**config.mk**
```make
export PLATFORM = sky130hd
export DESIGN_NAME = usb_frame_timer
export DESIGN_NICKNAME = d
export VERILOG_FILES = /design/src/rtl/usb_ft_pkg.sv /design/src/rtl/ft_cfg_regs.sv /design/src/rtl/ft_frame_cnt.sv /design/src/rtl/ft_budget_cmp.sv /design/src/rtl/usb_frame_timer.sv
export SDC_FILE = /design/constraint.sdc
export NUM_CORES = 1
export LEC_CHECK = 0
export BUFFER_PORTS_ARGS = -buffer_cell sky130_fd_sc_hd__buf_4
export CAP_MARGIN = 20
export CORE_MARGIN = 5
export CORE_UTILIZATION = 46
export DETAILED_ROUTE_END_ITERATION = 12
export PLACE_DENSITY = 0.69
export REMOVE_ABC_BUFFERS = 1
export SYNTH_ARGS = -nofsm -noshare
export SYNTH_HDL_FRONTEND = slang
export SYNTH_SLANG_ARGS = --single-unit
```
**constraint.sdc**
```tcl
create_clock -name clk_i -period 4 [get_ports clk_i]
set_input_delay 0.6 -clock clk_i [delete_from_list [all_inputs] [get_ports clk_i]]
set_output_delay 0.6 -clock clk_i [all_outputs]
set_load 0.02 [all_outputs]
```
**src/rtl/usb_ft_pkg.sv**
```systemverilog
package usb_ft_pkg;
  localparam int unsigned IVL_W_DEF = 14;
  localparam int unsigned FN_W_DEF  = 16;
  localparam int unsigned PKT_W_DEF = 15;
  localparam int unsigned LST_W_DEF = 12;
  localparam int unsigned IVL_RST_DEF = 11999;

  typedef enum logic [1:0] {
    FT_IDLE  = 2'd0,
    FT_START = 2'd1,
    FT_RUN   = 2'd2
  } ft_phase_e;
endpackage

```
**src/rtl/ft_cfg_regs.sv**
```systemverilog
module ft_cfg_regs #(
  parameter int unsigned IVL_W   = 14,
  parameter int unsigned PKT_W   = 15,
  parameter int unsigned LST_W   = 12,
  parameter int unsigned IVL_RST = 11999
) (
  input  logic             clk_i,
  input  logic             rst_ni,
  input  logic             ivl_we_i,
  input  logic [IVL_W-1:0] ivl_i,
  input  logic             ivl_tgl_i,
  input  logic [PKT_W-1:0] pkt_i,
  input  logic             pst_we_i,
  input  logic [IVL_W-1:0] pst_i,
  input  logic             lst_we_i,
  input  logic [LST_W-1:0] lst_i,
  output logic [IVL_W-1:0] ivl_o,
  output logic             ivl_tgl_o,
  output logic [PKT_W-1:0] pkt_o,
  output logic [IVL_W-1:0] pst_o,
  output logic [LST_W-1:0] lst_o
);
  localparam logic [IVL_W-1:0] IVL_INIT = IVL_W'(IVL_RST);

  always_ff @(posedge clk_i or negedge rst_ni) begin
    if (!rst_ni) begin
      ivl_o     <= IVL_INIT;
      ivl_tgl_o <= 1'b0;
      pkt_o     <= '0;
    end else if (ivl_we_i) begin
      ivl_o     <= ivl_i;
      ivl_tgl_o <= ivl_tgl_i;
      pkt_o     <= pkt_i;
    end
  end

  always_ff @(posedge clk_i or negedge rst_ni) begin
    if (!rst_ni)       pst_o <= '0;
    else if (pst_we_i) pst_o <= pst_i;
  end

  always_ff @(posedge clk_i or negedge rst_ni) begin
    if (!rst_ni)       lst_o <= '0;
    else if (lst_we_i) lst_o <= lst_i;
  end

  p_ivl_hold_r3: assert property (@(posedge clk_i) disable iff (!rst_ni)
    !ivl_we_i |=> $stable(ivl_o) && $stable(ivl_tgl_o));
endmodule

```
**src/rtl/ft_frame_cnt.sv**
```systemverilog
module ft_frame_cnt
  import usb_ft_pkg::*;
#(
  parameter int unsigned IVL_W = 14,
  parameter int unsigned FN_W  = 16
) (
  input  logic             clk_i,
  input  logic             rst_ni,
  input  logic             tick_i,
  input  logic             oper_i,
  input  logic [IVL_W-1:0] ivl_i,
  input  logic             ivl_tgl_i,
  output logic [IVL_W-1:0] rem_o,
  output logic             rem_tgl_o,
  output logic [FN_W-1:0]  fn_o,
  output logic             run_o,
  output logic             load_o,
  output logic             sof_o,
  output logic             fno_o
);
  ft_phase_e       phase;
  logic            reload;
  logic [FN_W-1:0] fn_nx;

  always_comb begin
    if (!oper_i)     phase = FT_IDLE;
    else if (!run_o) phase = FT_START;
    else             phase = FT_RUN;
  end

  assign reload = (phase == FT_RUN) && tick_i && (rem_o == '0);
  assign load_o = reload || (phase == FT_START);
  assign fn_nx  = fn_o + 1'b1;

  always_ff @(posedge clk_i or negedge rst_ni) begin
    if (!rst_ni) begin
      run_o     <= 1'b0;
      rem_o     <= '0;
      rem_tgl_o <= 1'b0;
      fn_o      <= '0;
      sof_o     <= 1'b0;
      fno_o     <= 1'b0;
    end else begin
      sof_o <= 1'b0;
      fno_o <= 1'b0;
      unique case (phase)
        FT_IDLE: begin
          run_o <= 1'b0;
          rem_o <= '0;
        end
        FT_START: begin
          run_o     <= 1'b1;
          rem_o     <= ivl_i;
          rem_tgl_o <= ivl_tgl_i;
        end
        default: begin
          if (reload) begin
            rem_o     <= ivl_i;
            rem_tgl_o <= ivl_tgl_i;
            fn_o      <= fn_nx;
            sof_o     <= 1'b1;
            fno_o     <= fn_nx[FN_W-1] ^ fn_o[FN_W-1];
          end else if (tick_i) begin
            rem_o <= rem_o - 1'b1;
          end
        end
      endcase
    end
  end

  p_dec_r2: assert property (@(posedge clk_i) disable iff (!rst_ni)
    (run_o && oper_i && tick_i && rem_o != '0) |=> rem_o == $past(rem_o) - 1'b1);
  p_hold_r2: assert property (@(posedge clk_i) disable iff (!rst_ni)
    (run_o && oper_i && !tick_i) |=> $stable(rem_o) && !sof_o);
  p_reload_r3: assert property (@(posedge clk_i) disable iff (!rst_ni)
    (run_o && oper_i && tick_i && rem_o == '0) |=> sof_o && rem_o == $past(ivl_i)
      && rem_tgl_o == $past(ivl_tgl_i));
  p_fn_inc_r4: assert property (@(posedge clk_i) disable iff (!rst_ni)
    sof_o |-> fn_o == $past(fn_o) + 1'b1);
  p_fno_sof_r5: assert property (@(posedge clk_i) disable iff (!rst_ni)
    fno_o |-> sof_o && fn_o[FN_W-2:0] == '0);
  p_idle_r10: assert property (@(posedge clk_i) disable iff (!rst_ni)
    !oper_i |=> !sof_o && !fno_o && rem_o == '0 && $stable(fn_o));
  p_start_r9: assert property (@(posedge clk_i) disable iff (!rst_ni)
    (oper_i && !run_o) |=> !sof_o && rem_o == $past(ivl_i));
endmodule

```
**src/rtl/ft_budget_cmp.sv**
```systemverilog
module ft_budget_cmp #(
  parameter int unsigned IVL_W = 14,
  parameter int unsigned PKT_W = 15,
  parameter int unsigned LST_W = 12
) (
  input  logic             clk_i,
  input  logic             rst_ni,
  input  logic             tick_i,
  input  logic             oper_i,
  input  logic             load_i,
  input  logic             run_i,
  input  logic [PKT_W-1:0] pkt_i,
  input  logic [IVL_W-1:0] rem_i,
  input  logic [IVL_W-1:0] pst_i,
  input  logic [LST_W-1:0] lst_i,
  output logic [PKT_W-1:0] budget_o,
  output logic             fits_o,
  output logic             per_ok_o,
  output logic             ls_ok_o
);
  localparam int unsigned CMP_W = (IVL_W > LST_W) ? IVL_W : LST_W;

  logic [CMP_W-1:0] rem_x, lst_x;

  always_ff @(posedge clk_i or negedge rst_ni) begin
    if (!rst_ni)                      budget_o <= '0;
    else if (!oper_i)                 budget_o <= '0;
    else if (load_i)                  budget_o <= pkt_i;
    else if (tick_i && budget_o != '0) budget_o <= budget_o - 1'b1;
  end

  assign rem_x    = CMP_W'(rem_i);
  assign lst_x    = CMP_W'(lst_i);
  assign fits_o   = run_i && (budget_o != '0);
  assign per_ok_o = run_i && (rem_i <= pst_i);
  assign ls_ok_o  = run_i && (rem_x > lst_x);

  p_load_r6: assert property (@(posedge clk_i) disable iff (!rst_ni)
    (oper_i && load_i) |=> budget_o == $past(pkt_i));
  p_sat_r6: assert property (@(posedge clk_i) disable iff (!rst_ni)
    (budget_o == '0 && !load_i) |=> budget_o == '0);
  p_flags_idle_r10: assert property (@(posedge clk_i) disable iff (!rst_ni)
    !run_i |-> !per_ok_o && !ls_ok_o && !fits_o);
endmodule

```
**src/rtl/usb_frame_timer.sv**
```systemverilog
module usb_frame_timer
  import usb_ft_pkg::*;
#(
  parameter int unsigned IVL_W   = IVL_W_DEF,
  parameter int unsigned FN_W    = FN_W_DEF,
  parameter int unsigned PKT_W   = PKT_W_DEF,
  parameter int unsigned LST_W   = LST_W_DEF,
  parameter int unsigned IVL_RST = IVL_RST_DEF
) (
  input  logic             clk_i,
  input  logic             rst_ni,
  input  logic             bit_tick_i,
  input  logic             oper_i,
  input  logic             ivl_we_i,
  input  logic [IVL_W-1:0] ivl_i,
  input  logic             ivl_tgl_i,
  input  logic [PKT_W-1:0] pkt_i,
  input  logic             pst_we_i,
  input  logic [IVL_W-1:0] pst_i,
  input  logic             lst_we_i,
  input  logic [LST_W-1:0] lst_i,
  output logic [IVL_W-1:0] rem_o,
  output logic             rem_tgl_o,
  output logic [FN_W-1:0]  frame_num_o,
  output logic             sof_o,
  output logic             fno_o,
  output logic [PKT_W-1:0] budget_o,
  output logic             pkt_fits_o,
  output logic             periodic_ok_o,
  output logic             ls_ok_o
);
  logic [IVL_W-1:0] ivl_q, pst_q;
  logic             ivl_tgl_q, run, load;
  logic [PKT_W-1:0] pkt_q;
  logic [LST_W-1:0] lst_q;

  ft_cfg_regs #(.IVL_W(IVL_W), .PKT_W(PKT_W), .LST_W(LST_W), .IVL_RST(IVL_RST)) u_cfg (
    .clk_i, .rst_ni,
    .ivl_we_i, .ivl_i, .ivl_tgl_i, .pkt_i,
    .pst_we_i, .pst_i, .lst_we_i, .lst_i,
    .ivl_o(ivl_q), .ivl_tgl_o(ivl_tgl_q), .pkt_o(pkt_q), .pst_o(pst_q), .lst_o(lst_q)
  );

  ft_frame_cnt #(.IVL_W(IVL_W), .FN_W(FN_W)) u_cnt (
    .clk_i, .rst_ni,
    .tick_i(bit_tick_i), .oper_i,
    .ivl_i(ivl_q), .ivl_tgl_i(ivl_tgl_q),
    .rem_o, .rem_tgl_o, .fn_o(frame_num_o),
    .run_o(run), .load_o(load), .sof_o, .fno_o
  );

  ft_budget_cmp #(.IVL_W(IVL_W), .PKT_W(PKT_W), .LST_W(LST_W)) u_bud (
    .clk_i, .rst_ni,
    .tick_i(bit_tick_i), .oper_i, .load_i(load), .run_i(run),
    .pkt_i(pkt_q), .rem_i(rem_o), .pst_i(pst_q), .lst_i(lst_q),
    .budget_o, .fits_o(pkt_fits_o), .per_ok_o(periodic_ok_o), .ls_ok_o
  );

  p_rst_r1: assert property (@(posedge clk_i) $rose(rst_ni) |-> frame_num_o == '0 && !sof_o);
endmodule

```
# [Yosys cells after proc, flatten, opt, wreduce, memory -nomap -nowiden]
# Cells that the tools add are included.
[classes] addsub=3 order_cmp=2 n_eq_ne=3 mux=15 n_bitwise=3 n_reduce_logical=16
[ops] cell="$mux W15" n=3
[ops] cell="$mux W14" n=2
[ops] cell="$pmux W14 S2" n=1
[ops] cell="$add A16 B1 Y16 const B" n=1
[ops] cell="$reduce_bool A15 Y1" n=1
[ops] cell="$sub A15 B1 Y15 const B" n=1
[ops] cell="$gt A14 B12 Y1" n=1
[ops] cell="$le A14 B14 Y1" n=1
[ops] cell="$logic_not A14 Y1" n=1
[ops] cell="$sub A14 B1 Y14 const B" n=1
[ops] cell="$logic_and A1 B1 Y1" n=6
[ops] cell="$mux W1" n=5
[ops] cell="$mux W2" n=2
[ops] cell="$pmux W1 S2" n=2
[ops] cell="$reduce_and A2 Y1" n=2
[ops] cell="$reduce_bool A2 Y1" n=2
[ops] cell="$reduce_bool A4 Y1" n=1
[ops] cell="$ne A3 B1 Y1 const B" n=1
[ops] cell="$eq A2 B1 Y1 const B" n=1
[ops] cell="$eq A2 B2 Y1 const B" n=1
[ops] cell="$logic_not A2 Y1" n=1
[ops] cell="$not A1 Y1" n=2
[ops] cell="$reduce_or A2 Y1" n=1
[ops] cell="$logic_or A1 B1 Y1" n=1
[ops] cell="$xor A1 B1 Y1" n=1
[word_totals] reg_bits=105 in_bits=63 out_inout_bits=51 elab_cells=54

# [Longest topological paths before layout]
# Gate-level depths: netlist of the first run.
[depth] word_depth=8 ltp_mapped=9 depth_no_buf=8

# [Cells and area by module]
# From an unflattened synthesis of the first run, not the netlist that was laid out.
[unflattened] cells_unflattened=524 area_unflattened_um2=5632.9
[modules_own_cells] module="ft_cfg_regs" instances=1 cells_per_inst=117 area_per_inst_um2=2098.3 seq_area_each_um2=1415.1
[modules_own_cells] module="ft_frame_cnt" instances=1 cells_per_inst=217 area_per_inst_um2=1966.9 seq_area_each_um2=850.8
[modules_own_cells] module="ft_budget_cmp" instances=1 cells_per_inst=190 area_per_inst_um2=1567.8 seq_area_each_um2=375.4

# [Least setup slack after synthesis of the first run]
# No wires, ideal clock.
[synth_timing] path_kind="reg2out" start="register u_bud.budget_o[9]" end="output port pkt_fits_o" arrival_time_ps=1961 required_ps=3400 setup_slack_ps=1439 path_stages_with_launch=7 path_buffers=2 cell_sequence="dfrtp_1 or4_1 buf_2 or4_4 buf_6 nor3_1 nor2_1"
[synth_between] elab_chain_len=2
[synth_rtl] item="start, declared" line_no="ft_budget_cmp.sv:16" source="output logic [PKT_W-1:0] budget_o,"
[synth_rtl] item="start signal, assigned" line_no="ft_budget_cmp.sv:28" source="else if (load_i) budget_o <= pkt_i;"
[synth_rtl] item="start signal, assigned" line_no="ft_budget_cmp.sv:29" source="else if (tick_i && budget_o != '0) budget_o <= budget_o - 1'b1;"
[synth_rtl] item="$reduce_bool A15 Y1" line_no="ft_budget_cmp.sv:34" source="assign fits_o = run_i && (budget_o != '0);"
[synth_rtl] item="$logic_and A1 B1 Y1" line_no="ft_budget_cmp.sv:34"
[synth_rtl] item="end, declared" line_no="usb_frame_timer.sv:28" source="output logic pkt_fits_o,"
# No other way between the ends.

# [Final worst setup path of the first run]
# Ends and elaborated chain as after synthesis.

==> results of run 1 <==
[layer usage]
layer	share of wire	vias to the layer above	GRT usage	wire, µm
li1	-	2159	-	-
met1	0.44	2179	0.275	6230
met2	0.47	170	0.321	6580
met3	0.073	27	0.0419	1020
met4	0.020	0	0.0773	276
met5	0	-	0	0
[through the flow]
stage | util | worst slack [ps]
floorplan | - | 1330
global placement | 0.545 | 1150
detailed placement | 0.545 | 1040
CTS | 0.571 | 979
global route | 0.571 | 648
finish | 0.571 | 974
[placed cells by master (no fill, tap or decap), types with 9 or more instances in the layout]
master,instances
sky130_fd_sc_hd__buf_4,117
sky130_fd_sc_hd__dfrtp_1,94
sky130_fd_sc_hd__nand2_1,49
sky130_fd_sc_hd__inv_1,45
sky130_fd_sc_hd__o21ai_0,38
sky130_fd_sc_hd__mux2_2,32
sky130_fd_sc_hd__ha_1,30
sky130_fd_sc_hd__nor2_1,25
sky130_fd_sc_hd__a21oi_1,23
sky130_fd_sc_hd__nand3_1,16
sky130_fd_sc_hd__nor3_1,12
sky130_fd_sc_hd__xor2_1,11
sky130_fd_sc_hd__mux2i_1,11
sky130_fd_sc_hd__dfstp_2,11
sky130_fd_sc_hd__or3_1,9
sky130_fd_sc_hd__xnor2_1,9
sky130_fd_sc_hd__clkbuf_16,9
[cells by family after synthesis]
family	synth area share
AOI/OAI and AO/OA	0.151
adders and majority gates	0.0676
buffers and inverters	0.0527
and+or+nand+nor	0.137
xor gates and xnor gates	0.0315
muxes	0.0847
DFF	0.476
[layout make-up]
class,count,area [µm²],share of cell area
well taps,147,184,0.0270
repair buffers,117,878,0.129
clock inverters,3,65.1,0.00956
clock buffers,13,250,0.0368
inverters,45,169,0.0248
multi-input cells,368,2620,0.385
flip-flops and latches,105,2640,0.388
[how the worst max path moves through the flow]
stage                              endpoint  slack, ps
after detailed placement    u_cnt.rem_o[10]       1040
after global routing         u_cnt.rem_o[0]        650
final                            pkt_fits_o        970
after global placement      u_cnt.rem_o[10]       1150
after CTS                        pkt_fits_o        980
after floorplan           u_bud.budget_o[2]       1330
[power groups by stage]
| stage | Clock (mW) | Sequential (mW) | Combinational (mW) |
|---|---|---|---|
| after global placement | 0 | 1.28 | 0.657 |
| after CTS | 0.972 | 1.27 | 0.679 |
| after detailed placement | 0 | 1.29 | 0.677 |
| after floorplan | 0 | 1.31 | 0.369 |
| after global routing | 1.01 | 1.29 | 0.752 |
| final | 0.950 | 1.27 | 0.677 |
[flip-flops by register name (all words and copies together), names as in the netlist, 12 cells and up]
signal,count
u_cfg.ivl_o,14
u_cnt.rem_o,14
u_cnt.fn_o,16
u_cfg.pst_o,14
u_cfg.pkt_o,15
u_bud.budget_o,15
u_cfg.lst_o,12
==> reports/qor.json, run 1 <==
{
  "status": {"value": "complete, no violations"},
  "post_route_cells_drive_above_1_share": {"value": 0.287},
  "timing_worst_slew_pin_value": {"value": 905, "unit": "ps"},
  "post-layout-total-power": {"value": 2.90, "unit": "mW"},
  "diodes": {"value": 0},
  "dp.cells": {"value": 782},
  "clk-insertion-delay-late": {"value": 350, "unit": "ps"},
  "synthFlopType": {"value": "sky130_fd_sc_hd__dfrtp_1"},
  "ctsHoldBuffers": {"value": 0},
  "initial_utilization": {"value": 0.466},
  "row_count": {"value": 40},
  "synthesis_to_finish_area_growth": {"value": 22.6, "unit": "%"},
  "cp_cell_sequence": {"value": "or4_1, or4_4, nor3_1, nor2_1, buf_4"},
  "detailedRoute.firstPassIterationCount": {"value": 5},
  "crit_cells": {"value": 5},
  "setup_total_negative_slack": {"value": 0, "unit": "ps"},
  "share_of_the_clock_period_used_by_the_worst_path": {"value": 0.757},
  "fin_hold_ws": {"value": 248, "unit": "ps"},
  "remaining_drc_errors": {"value": 0},
  "synth.most_common_cell": {"value": "sky130_fd_sc_hd__dfrtp_1"},
  "htree_levels": {"value": 3},
  "setup_viol": {"value": 0},
  "clock-sinks": {"value": 105},
  "flop2flop_setup_slack": {"value": 1000, "unit": "ps"},
  "grt_setup_unrepaired": {"value": "no"},
  "post-cts-setup-buffers": {"value": 0},
  "gr-total-overflow": {"value": 0},
  "report.final.slew_viol_count": {"value": 0},
  "synth.top_cell.area_share": {"value": 0.424},
  "timing.critical_path.buf_inv": {"value": 1},
  "final_cell_area": {"value": 6810, "unit": "µm²"},
  "netlist.top_cell.by_area": {"value": "sky130_fd_sc_hd__dfrtp_1"},
  "grt_antenna_before_repair": {"value": 0},
  "numPortBuffers": {"value": 113},
  "cts_resized": {"value": 0},
  "grt_first_pass_wirelength": {"value": 23.2, "unit": "mm"},
  "drt_iter0_drc": {"value": 276},
  "synth.yosys.seq_area_share": {"value": 0.476},
  "synthDistinctLibCells": {"value": 65},
  "async_flop_share": {"value": 1.00},
  "maxSlewHeadroom": {"value": 0.397},
  "n_fill_cell": {"value": 1057},
  "gpl.final_weighted_congestion": {"value": 0.918},
  "leakage": {"value": 3.29, "unit": "nW"},
  "switchingPower": {"value": 0.864, "unit": "mW"},
  "ir_drop": {"value": 0.000285, "unit": "V"},
  "power.share.combinational": {"value": 0.234},
  "p_clk_frac": {"value": 0.328},
  "cts_clock_pin_slew_for_the_worst_setup_and_hold_paths": {"value": 70, "unit": "ps"},
  "power_frac_seq": {"value": 0.439},
  "synth_edf_count": {"value": 0},
  "clock-skew-final": {"value": 7.04, "unit": "ps"},
  "worst_r2r_endpoint": {"value": "u_cnt.rem_o[10]"},
  "power_switching_share": {"value": 0.298},
  "clock_path_buffers": {"value": 2},
  "dr_total_vias": {"value": 4535},
  "post_dp_cell_area": {"value": 6490, "unit": "µm²"},
  "track_usage": {"value": 0.203},
  "critical_path.max_stage_delay": {"value": 650, "unit": "ps"},
  "crit_type": {"value": "flip-flop to output port"},
  "grt_pass1_vias": {"value": 4595},
  "final_nets": {"value": 739},
  "fp.dieArea": {"value": 14400, "unit": "µm²"},
  "instances_no_fill": {"value": 798},
  "number_of_vias_per_cell": {"value": 5.68},
  "pin_count": {"value": 114},
  "ctsRootBufferMaster": {"value": "sky130_fd_sc_hd__clkbuf_16"},
  "dp_hpwl": {"value": 10.4, "unit": "mm"},
  "placeableCoreArea": {"value": 11900, "unit": "µm²"},
  "ys_top_cells_by_area": {"value": "sky130_fd_sc_hd__dfrtp_1 (42%), sky130_fd_sc_hd__ha_1 (6.8%), sky130_fd_sc_hd__mux2_2 (6.5%), sky130_fd_sc_hd__dfstp_2 (5.2%), sky130_fd_sc_hd__o21ai_0 (3.4%)"},
  "p_int": {"value": 2.03, "unit": "mW"},
  "post_synthesis_cell_count": {"value": 544},
  "hp-class": {"value": "input pin to async pin"},
  "cts_buffer_count": {"value": 9},
  "critPathMaxFanout": {"value": 7},
  "grt_max_degree": {"value": 46},
  "reg2reg_from": {"value": "u_cnt.rem_o[4]"},
  "ys_warn_count": {"value": 0},
  "chipWidth": {"value": 120, "unit": "µm"},
  "drtAntennaViolNets": {"value": 0},
  "reg2regPathDepth": {"value": 6},
  "cellPowerDensity": {"value": 426, "unit": "nW/µm²"},
  "worstPathRequired": {"value": 3400, "unit": "ps"},
  "slowest_stage": {"value": "sky130_fd_sc_hd__or4_1"},
  "tritoncts": {"value": "yes"},
  "syn-cell-area": {"value": 5550, "unit": "µm²"},
  "fp.dieH": {"value": 120, "unit": "µm"},
  "crit_family": {"value": "simple AND/OR/NAND/NOR gates"},
  "layout_min_cycle_time": {"value": 3030, "unit": "ps"},
  "routed_wl": {"value": 14.1, "unit": "mm"},
  "critical_path.startpoint_type": {"value": "flip-flop"},
  "post_drt_wl_per_cell": {"value": 17.7, "unit": "µm"},
  "yosys_register_bits": {"value": 105},
  "average_footprint_of_a_synthesized_cell": {"value": 10.2, "unit": "µm²"},
  "maxClockFrequency": {"value": 330, "unit": "MHz"},
  "report.final.hold_viol_count": {"value": 0},
  "synth_commonest_cells": {"value": "sky130_fd_sc_hd__dfrtp_1 (94), sky130_fd_sc_hd__nand2_1 (49), sky130_fd_sc_hd__inv_1 (45), sky130_fd_sc_hd__o21ai_0 (38), sky130_fd_sc_hd__mux2_2 (32)"},
  "timing.critical_path.to_type": {"value": "output port"},
  "maxCapViolations": {"value": 0},
  "timing.critical_path.from": {"value": "u_bud.budget_o[9]"},
  "worstPathArrival": {"value": 2430, "unit": "ps"}
}
(Power assumes the default switching activity.)
==> inputs of run 2 (changes only) <==
- ABC_AREA: default -> 1
- PLACE_DENSITY: 0.69 -> 0.68
- clock period: 4 -> 3.1 ns (I/O delays scaled with it)
==> reports/qor.json, run 2 <==
{
  "status": {"value": "complete, no violations"},
  "cp_cell_sequence": {"value": "ha_1, nand4_1, nor3_1, nand4_1, a21oi_1, buf_4"},
  "clock-sinks": {"value": 105},
  "dp.cells": {"value": 1075},
  "critPathMaxFanout": {"value": 7},
  "placeableCoreArea": {"value": 13100, "unit": "µm²"},
  "share_of_the_clock_period_used_by_the_worst_path": {"value": 0.822},
  "synth.most_common_cell": {"value": "sky130_fd_sc_hd__nand2_1"},
  "maxSlewHeadroom": {"value": 0.527},
  "utilization": {"value": 0.563},
  "initial_utilization": {"value": 0.465},
  "crit_type": {"value": "flip-flop to output port"},
  "track_usage": {"value": 0.196},
  "worst_slack": {"value": 552, "unit": "ps"},
  "largest_registers": {"value": "u_cnt.fn_o: 16 flops, u_bud.budget_o: 15 flops, u_cfg.pkt_o: 15 flops"},
  "routed_wl": {"value": 15.2, "unit": "mm"},
  "gr-total-overflow": {"value": 0},
  "layout_common_cells": {"value": "sky130_fd_sc_hd__nand2_1 (230), sky130_fd_sc_hd__buf_4 (114), sky130_fd_sc_hd__inv_1 (105)"},
  "setup_viol": {"value": 0},
  "pin_count": {"value": 114},
  "grt_setup_unrepaired": {"value": "no"},
  "timing.critical_path.to_type": {"value": "output port"},
  "cts_buffer_count": {"value": 9},
  "yosys_register_bits": {"value": 105},
  "critical_path.startpoint_type": {"value": "flip-flop"},
  "cell_repeated_most_along_the_worst_path": {"value": "sky130_fd_sc_hd__nand4_1"},
  "setup_total_negative_slack": {"value": 0, "unit": "ps"},
  "chipWidth": {"value": 125, "unit": "µm"},
  "htree_levels": {"value": 3},
  "netlist.top_cell.by_area": {"value": "sky130_fd_sc_hd__dfrtp_1"},
  "synthFlopType": {"value": "sky130_fd_sc_hd__dfrtp_1"},
  "row_count": {"value": 42},
  "post_drt_wl_per_cell": {"value": 13.9, "unit": "µm"},
  "synth_edf_count": {"value": 0},
  "ctsHoldBuffers": {"value": 0},
  "instances_no_fill": {"value": 1090},
  "layout.cells.most_common": {"value": "sky130_fd_sc_hd__nand2_1"},
  "ys_warn_count": {"value": 0},
  "numPortBuffers": {"value": 113},
  "worstPathArrival": {"value": 2080, "unit": "ps"},
  "post_dp_cell_area": {"value": 7100, "unit": "µm²"},
  "ctsRootBufferMaster": {"value": "sky130_fd_sc_hd__clkbuf_16"},
  "ir_drop": {"value": 0.000438, "unit": "V"},
  "clk-insertion-delay-late": {"value": 350, "unit": "ps"},
  "fp.dieH": {"value": 125, "unit": "µm"},
  "cts_clock_pin_slew_for_the_worst_setup_and_hold_paths": {"value": 70, "unit": "ps"},
  "post_route_cells_drive_above_1_share": {"value": 0.194},
  "remaining_drc_errors": {"value": 0},
  "critical_path.max_stage_delay": {"value": 500, "unit": "ps"},
  "dp_hpwl": {"value": 11.1, "unit": "mm"},
  "cts_resized": {"value": 0},
  "gpl.final_weighted_congestion": {"value": 0.844},
  "async_flop_share": {"value": 1.00},
  "post_synthesis_cell_count": {"value": 806},
  "timing_worst_slew_pin_value": {"value": 709, "unit": "ps"},
  "maxCapViolations": {"value": 0},
  "number_of_vias_per_cell": {"value": 4.95},
  "fin_hold_ws": {"value": 51.5, "unit": "ps"},
  "diodes": {"value": 0},
  "flop2flop_setup_slack": {"value": 850, "unit": "ps"},
  "largest-register": {"value": "u_cnt.fn_o"},
  "worst_r2r_endpoint": {"value": "u_bud.budget_o[0]"},
  "grt_max_degree": {"value": 74},
  "syn-cell-area": {"value": 6110, "unit": "µm²"},
  "dr_total_vias": {"value": 5397},
  "timing.critical_path.from": {"value": "u_cnt.rem_o[9]"},
  "drtAntennaViolNets": {"value": 0},
  "final_cell_area": {"value": 7400, "unit": "µm²"},
  "grt_first_pass_wirelength": {"value": 25.1, "unit": "mm"},
  "tritoncts": {"value": "yes"},
  "worstPathRequired": {"value": 2630, "unit": "ps"},
  "final_nets": {"value": 1003},
  "worst_setup_slack_post_dpl": {"value": 872, "unit": "ps"},
  "drt_iter0_drc": {"value": 222},
  "synth.top_cell.area_share": {"value": 0.385},
  "slowest_stage": {"value": "sky130_fd_sc_hd__dfrtp_1"},
  "cellPowerDensity": {"value": 571, "unit": "nW/µm²"},
  "average_footprint_of_a_synthesized_cell": {"value": 7.58, "unit": "µm²"},
  "n_fill_cell": {"value": 1269},
  "post-cts-setup-buffers": {"value": 0},
  "report.final.hold_viol_count": {"value": 0},
  "reg2regPathDepth": {"value": 11},
  "grt_antenna_before_repair": {"value": 0},
  "synth_commonest_cells": {"value": "sky130_fd_sc_hd__nand2_1 (230), sky130_fd_sc_hd__inv_1 (105), sky130_fd_sc_hd__dfrtp_1 (94), sky130_fd_sc_hd__nor2_1 (80), sky130_fd_sc_hd__o21ai_0 (70)"},
  "hp-class": {"value": "input pin to async pin"},
  "clock_path_buffers": {"value": 2},
  "clock-skew-final": {"value": 7.71, "unit": "ps"},
  "grt_pass1_vias": {"value": 5145},
  "report.final.slew_viol_count": {"value": 0},
  "post-layout-total-power": {"value": 4.22, "unit": "mW"},
  "ys_top_cells_by_area": {"value": "sky130_fd_sc_hd__dfrtp_1 (39%), sky130_fd_sc_hd__nand2_1 (14%), sky130_fd_sc_hd__inv_1 (6.5%), sky130_fd_sc_hd__ha_1 (6.1%), sky130_fd_sc_hd__o21ai_0 (5.7%)"},
  "leakage": {"value": 3.94, "unit": "nW"},
  "synth.yosys.seq_area_share": {"value": 0.432},
  "fp.dieArea": {"value": 15700, "unit": "µm²"},
  "largest_reg_flops": {"value": 16},
  "synthDistinctLibCells": {"value": 35},
  "synthesis_to_finish_area_growth": {"value": 21.1, "unit": "%"},
  "layout_min_cycle_time": {"value": 2550, "unit": "ps"},
  "detailedRoute.firstPassIterationCount": {"value": 4},
  "maxClockFrequency": {"value": 392, "unit": "MHz"},
  "reg2reg_from": {"value": "u_cnt.rem_o[0]"}
}
[run 2: worst max-delay path by stage]
stage	end
floorplan	ls_ok_o
global placement	u_bud.budget_o[8]
detailed placement	u_bud.budget_o[0]
CTS	periodic_ok_o
global route	ls_ok_o
finish	periodic_ok_o
[run 2: logic make-up after synthesis]
| kind of cell | count (synthesis) | synth area share |
|---|---|---|
| AOI/OAI and AO/OA | 105 | 0.0909 |
| xor gates and xnor gates | 15 | 0.0215 |
| adders and majority gates | 30 | 0.0614 |
| buffers and inverters | 130 | 0.0833 |
| DFF | 105 | 0.432 |
| muxes | 17 | 0.0313 |
| and+or+nand+nor | 404 | 0.279 |
[run 2: area by class of cell]
type / count / area, µm² / area share
clock inverter: 4 / 53.8 / 0.00727
tap: 176 / 220 / 0.0298
multi-input combinational: 571 / 2960 / 0.400
clock buffer: 11 / 243 / 0.0328
inverter: 108 / 405 / 0.0548
timing repair buffer: 115 / 876 / 0.118
sequential: 105 / 2640 / 0.357
[run 2: critical path, delay by kind of cell (launching register included)]
kind | cells | cell delay (ps)
compound gates | 1 | 210
fa+ha+maj | 1 | 380
buf+inv | 1 | 170
flops | 1 | 500
simple gates | 3 | 470
[run 2: layer usage]
metal  part of all wire  routed length [µm]  GRT usage
met4              0.019                 291     0.0721
met3              0.053                 804     0.0405
met5                  0                   0          0
met2               0.46                7010      0.309
met1               0.47                7080      0.267
[run 2: power breakdown]
part	total (mW)	internal [mW]	switching [mW]
Clock	1.15	0.645	0.502
Combinational	1.36	0.536	0.827
Sequential	1.71	1.52	0.190
Total	4.22	2.71	1.52
==> inputs of run 3 (changes only) <==
- ABC_AREA: 1 -> 0
- PLACE_DENSITY: 0.68 -> 0.71
- clock period: 3.1 -> 2.15 ns (I/O delays scaled with it)
==> reports/qor.json, run 3 (synthesis gave the netlist of run 1 again) <==
{
  "cts_clock_pin_slew_for_the_worst_setup_and_hold_paths": {"value": 80, "unit": "ps"},
  "track_usage": {"value": 0.229},
  "ctsRootBufferMaster": {"value": "sky130_fd_sc_hd__clkbuf_16"},
  "routed_wl": {"value": 17.3, "unit": "mm"},
  "timing.critical_path.buf_inv": {"value": 2},
  "timing.critical_path.to_type": {"value": "output port"},
  "n_fill_cell": {"value": 821},
  "grt_setup_unrepaired": {"value": "yes"},
  "number_of_vias_per_cell": {"value": 5.77},
  "setup_viol": {"value": 48},
  "post_route_cells_drive_above_1_share": {"value": 0.486},
  "detailedRoute.firstPassIterationCount": {"value": 5},
  "final_nets": {"value": 837},
  "layout.cells.most_common": {"value": "sky130_fd_sc_hd__buf_4"},
  "share_of_the_clock_period_used_by_the_worst_path": {"value": 1.18},
  "report.final.slew_viol_count": {"value": 0},
  "post_dp_cell_area": {"value": 7010, "unit": "µm²"},
  "status": {"value": "finished with violations"},
  "maxClockFrequency": {"value": 394, "unit": "MHz"},
  "grt_max_degree": {"value": 36},
  "dr_total_vias": {"value": 5171},
  "cp_cell_sequence": {"value": "or4_4, or4_4, buf_6, nor3_2, nor2_1, buf_4"},
  "cell_repeated_most_along_the_worst_path": {"value": "sky130_fd_sc_hd__or4_4"},
  "largest_registers": {"value": "u_cnt.fn_o: 16 flops, u_bud.budget_o: 15 flops, u_cfg.pkt_o: 15 flops"},
  "drtAntennaViolNets": {"value": 0},
  "tritoncts": {"value": "yes"},
  "layout_common_cells": {"value": "sky130_fd_sc_hd__buf_4 (173), sky130_fd_sc_hd__dfrtp_1 (92), sky130_fd_sc_hd__nand2_1 (46)"},
  "gr-total-overflow": {"value": 0},
  "clk-insertion-delay-late": {"value": 360, "unit": "ps"},
  "row_count": {"value": 40},
  "slowest_stage": {"value": "sky130_fd_sc_hd__or4_4"},
  "crit_family": {"value": "simple AND/OR/NAND/NOR gates"},
  "htree_levels": {"value": 3},
  "chipWidth": {"value": 120, "unit": "µm"},
  "timing_worst_slew_pin_value": {"value": 579, "unit": "ps"},
  "clock-skew-final": {"value": 8.57, "unit": "ps"},
  "cellPowerDensity": {"value": 738, "unit": "nW/µm²"},
  "clock-sinks": {"value": 105},
  "final_cell_area": {"value": 8340, "unit": "µm²"},
  "numPortBuffers": {"value": 113},
  "largest-register": {"value": "u_cnt.fn_o"},
  "drt_iter0_drc": {"value": 442},
  "utilization": {"value": 0.700},
  "remaining_drc_errors": {"value": 0},
  "critical_path.max_stage_delay": {"value": 540, "unit": "ps"},
  "hp-class": {"value": "input pin to flip-flop"},
  "placeableCoreArea": {"value": 11900, "unit": "µm²"},
  "worstPathRequired": {"value": 1830, "unit": "ps"},
  "initial_utilization": {"value": 0.466},
  "dp_hpwl": {"value": 11.0, "unit": "mm"},
  "cts_buffer_count": {"value": 9},
  "critPathMaxFanout": {"value": 2},
  "grt_first_pass_wirelength": {"value": 26.3, "unit": "mm"},
  "grt_antenna_before_repair": {"value": 0},
  "critical_path.startpoint_type": {"value": "flip-flop"},
  "fp.dieH": {"value": 120, "unit": "µm"},
  "crit_type": {"value": "flip-flop to output port"},
  "grt_pass1_vias": {"value": 5341},
  "maxSlewHeadroom": {"value": 0.608},
  "worst_setup_slack_post_dpl": {"value": -202, "unit": "ps"},
  "gpl.final_weighted_congestion": {"value": 0.907},
  "failed_checks": {"value": "setup timing"},
  "largest_reg_flops": {"value": 16},
  "worst_slack": {"value": -388, "unit": "ps"},
  "diodes": {"value": 0},
  "post_drt_wl_per_cell": {"value": 19.3, "unit": "µm"},
  "layout_min_cycle_time": {"value": 2540, "unit": "ps"},
  "maxCapViolations": {"value": 0},
  "fp.dieArea": {"value": 14400, "unit": "µm²"},
  "synthesis_to_finish_area_growth": {"value": 50.1, "unit": "%"},
  "clock_path_buffers": {"value": 2},
  "post-layout-total-power": {"value": 6.15, "unit": "mW"},
  "worstPathArrival": {"value": 2220, "unit": "ps"},
  "pin_count": {"value": 114},
  "ir_drop": {"value": 0.000375, "unit": "V"},
  "leakage": {"value": 3.99, "unit": "nW"},
  "report.final.hold_viol_count": {"value": 0}
}
[run 3: path summary, 6_finish.rpt]
kind	startpoint	end	slack, ps	cells past startpoint
min	pst_i[6]	u_cfg.pst_o[6]	180	3
max reg2reg	u_bud.budget_o[9]	u_bud.budget_o[9]	-370	8
max in group asynchronous	rst_ni	u_cfg.ivl_o[13]	970	3
max	u_bud.budget_o[9]	pkt_fits_o	-390	6
min in group asynchronous	rst_ni	u_cfg.lst_o[2]	490	2
min reg2reg	u_cnt.fn_o[15]	u_cnt.fn_o[15]	470	1
[run 3: power by group]
part           internal [mW]  switching [mW]  leakage [nW]
clock network           1.04           0.778         0.162
registers               2.17           0.138          1.30
logic                   1.02            1.02          2.53
total                   4.22            1.93          3.99
[run 3: area by class of cell]
type,instances,area (µm²),area share
timing repair buffer,215,1820,0.218
multi-input combinational,368,3190,0.382
sequential,105,2640,0.317
clock inverter,7,103,0.0123
clock buffer,9,225,0.0270
inverter,45,176,0.0212
tap,147,184,0.0221
[run 3: what timing repair did]
action | CTS | global route
pin swaps | 34 | 38
setup endpoints to repair | 30 | 47
gates cloned | 1 | 1
endpoints found under the hold margin | 27 | 0
setup buffers | 21 | 10
resized for setup | 78 | 76
hold buffers | 1 | 0
[run 3: worst min-delay path: stages]
cell and delay (ps):
sky130_fd_sc_hd__buf_4 80, sky130_fd_sc_hd__nand2_1 40, sky130_fd_sc_hd__o21ai_0 60
[run 3: routing by layer]
metal	track usage	wire, µm	part of all wire	up-vias
met1	0.281	6940	0.40	2538
met2	0.388	8650	0.50	227
li1	-	-	-	2364
met5	0	0	0	-
met4	0.0981	465	0.027	0
met3	0.0509	1230	0.071	42
[run 3: stage by stage]
stage / TNS [ps] / std cells / hold slack [ps]
5_1_grt: -10500 / 896 / 176
6_report: -7870 / 896 / 177
2_1_floorplan: -12660 / 518 / 26.9
3_3_place_gp: -1510 / 846 / 300
4_1_cts: -4200 / 885 / 170
3_5_place_dp: -2080 / 846 / 305
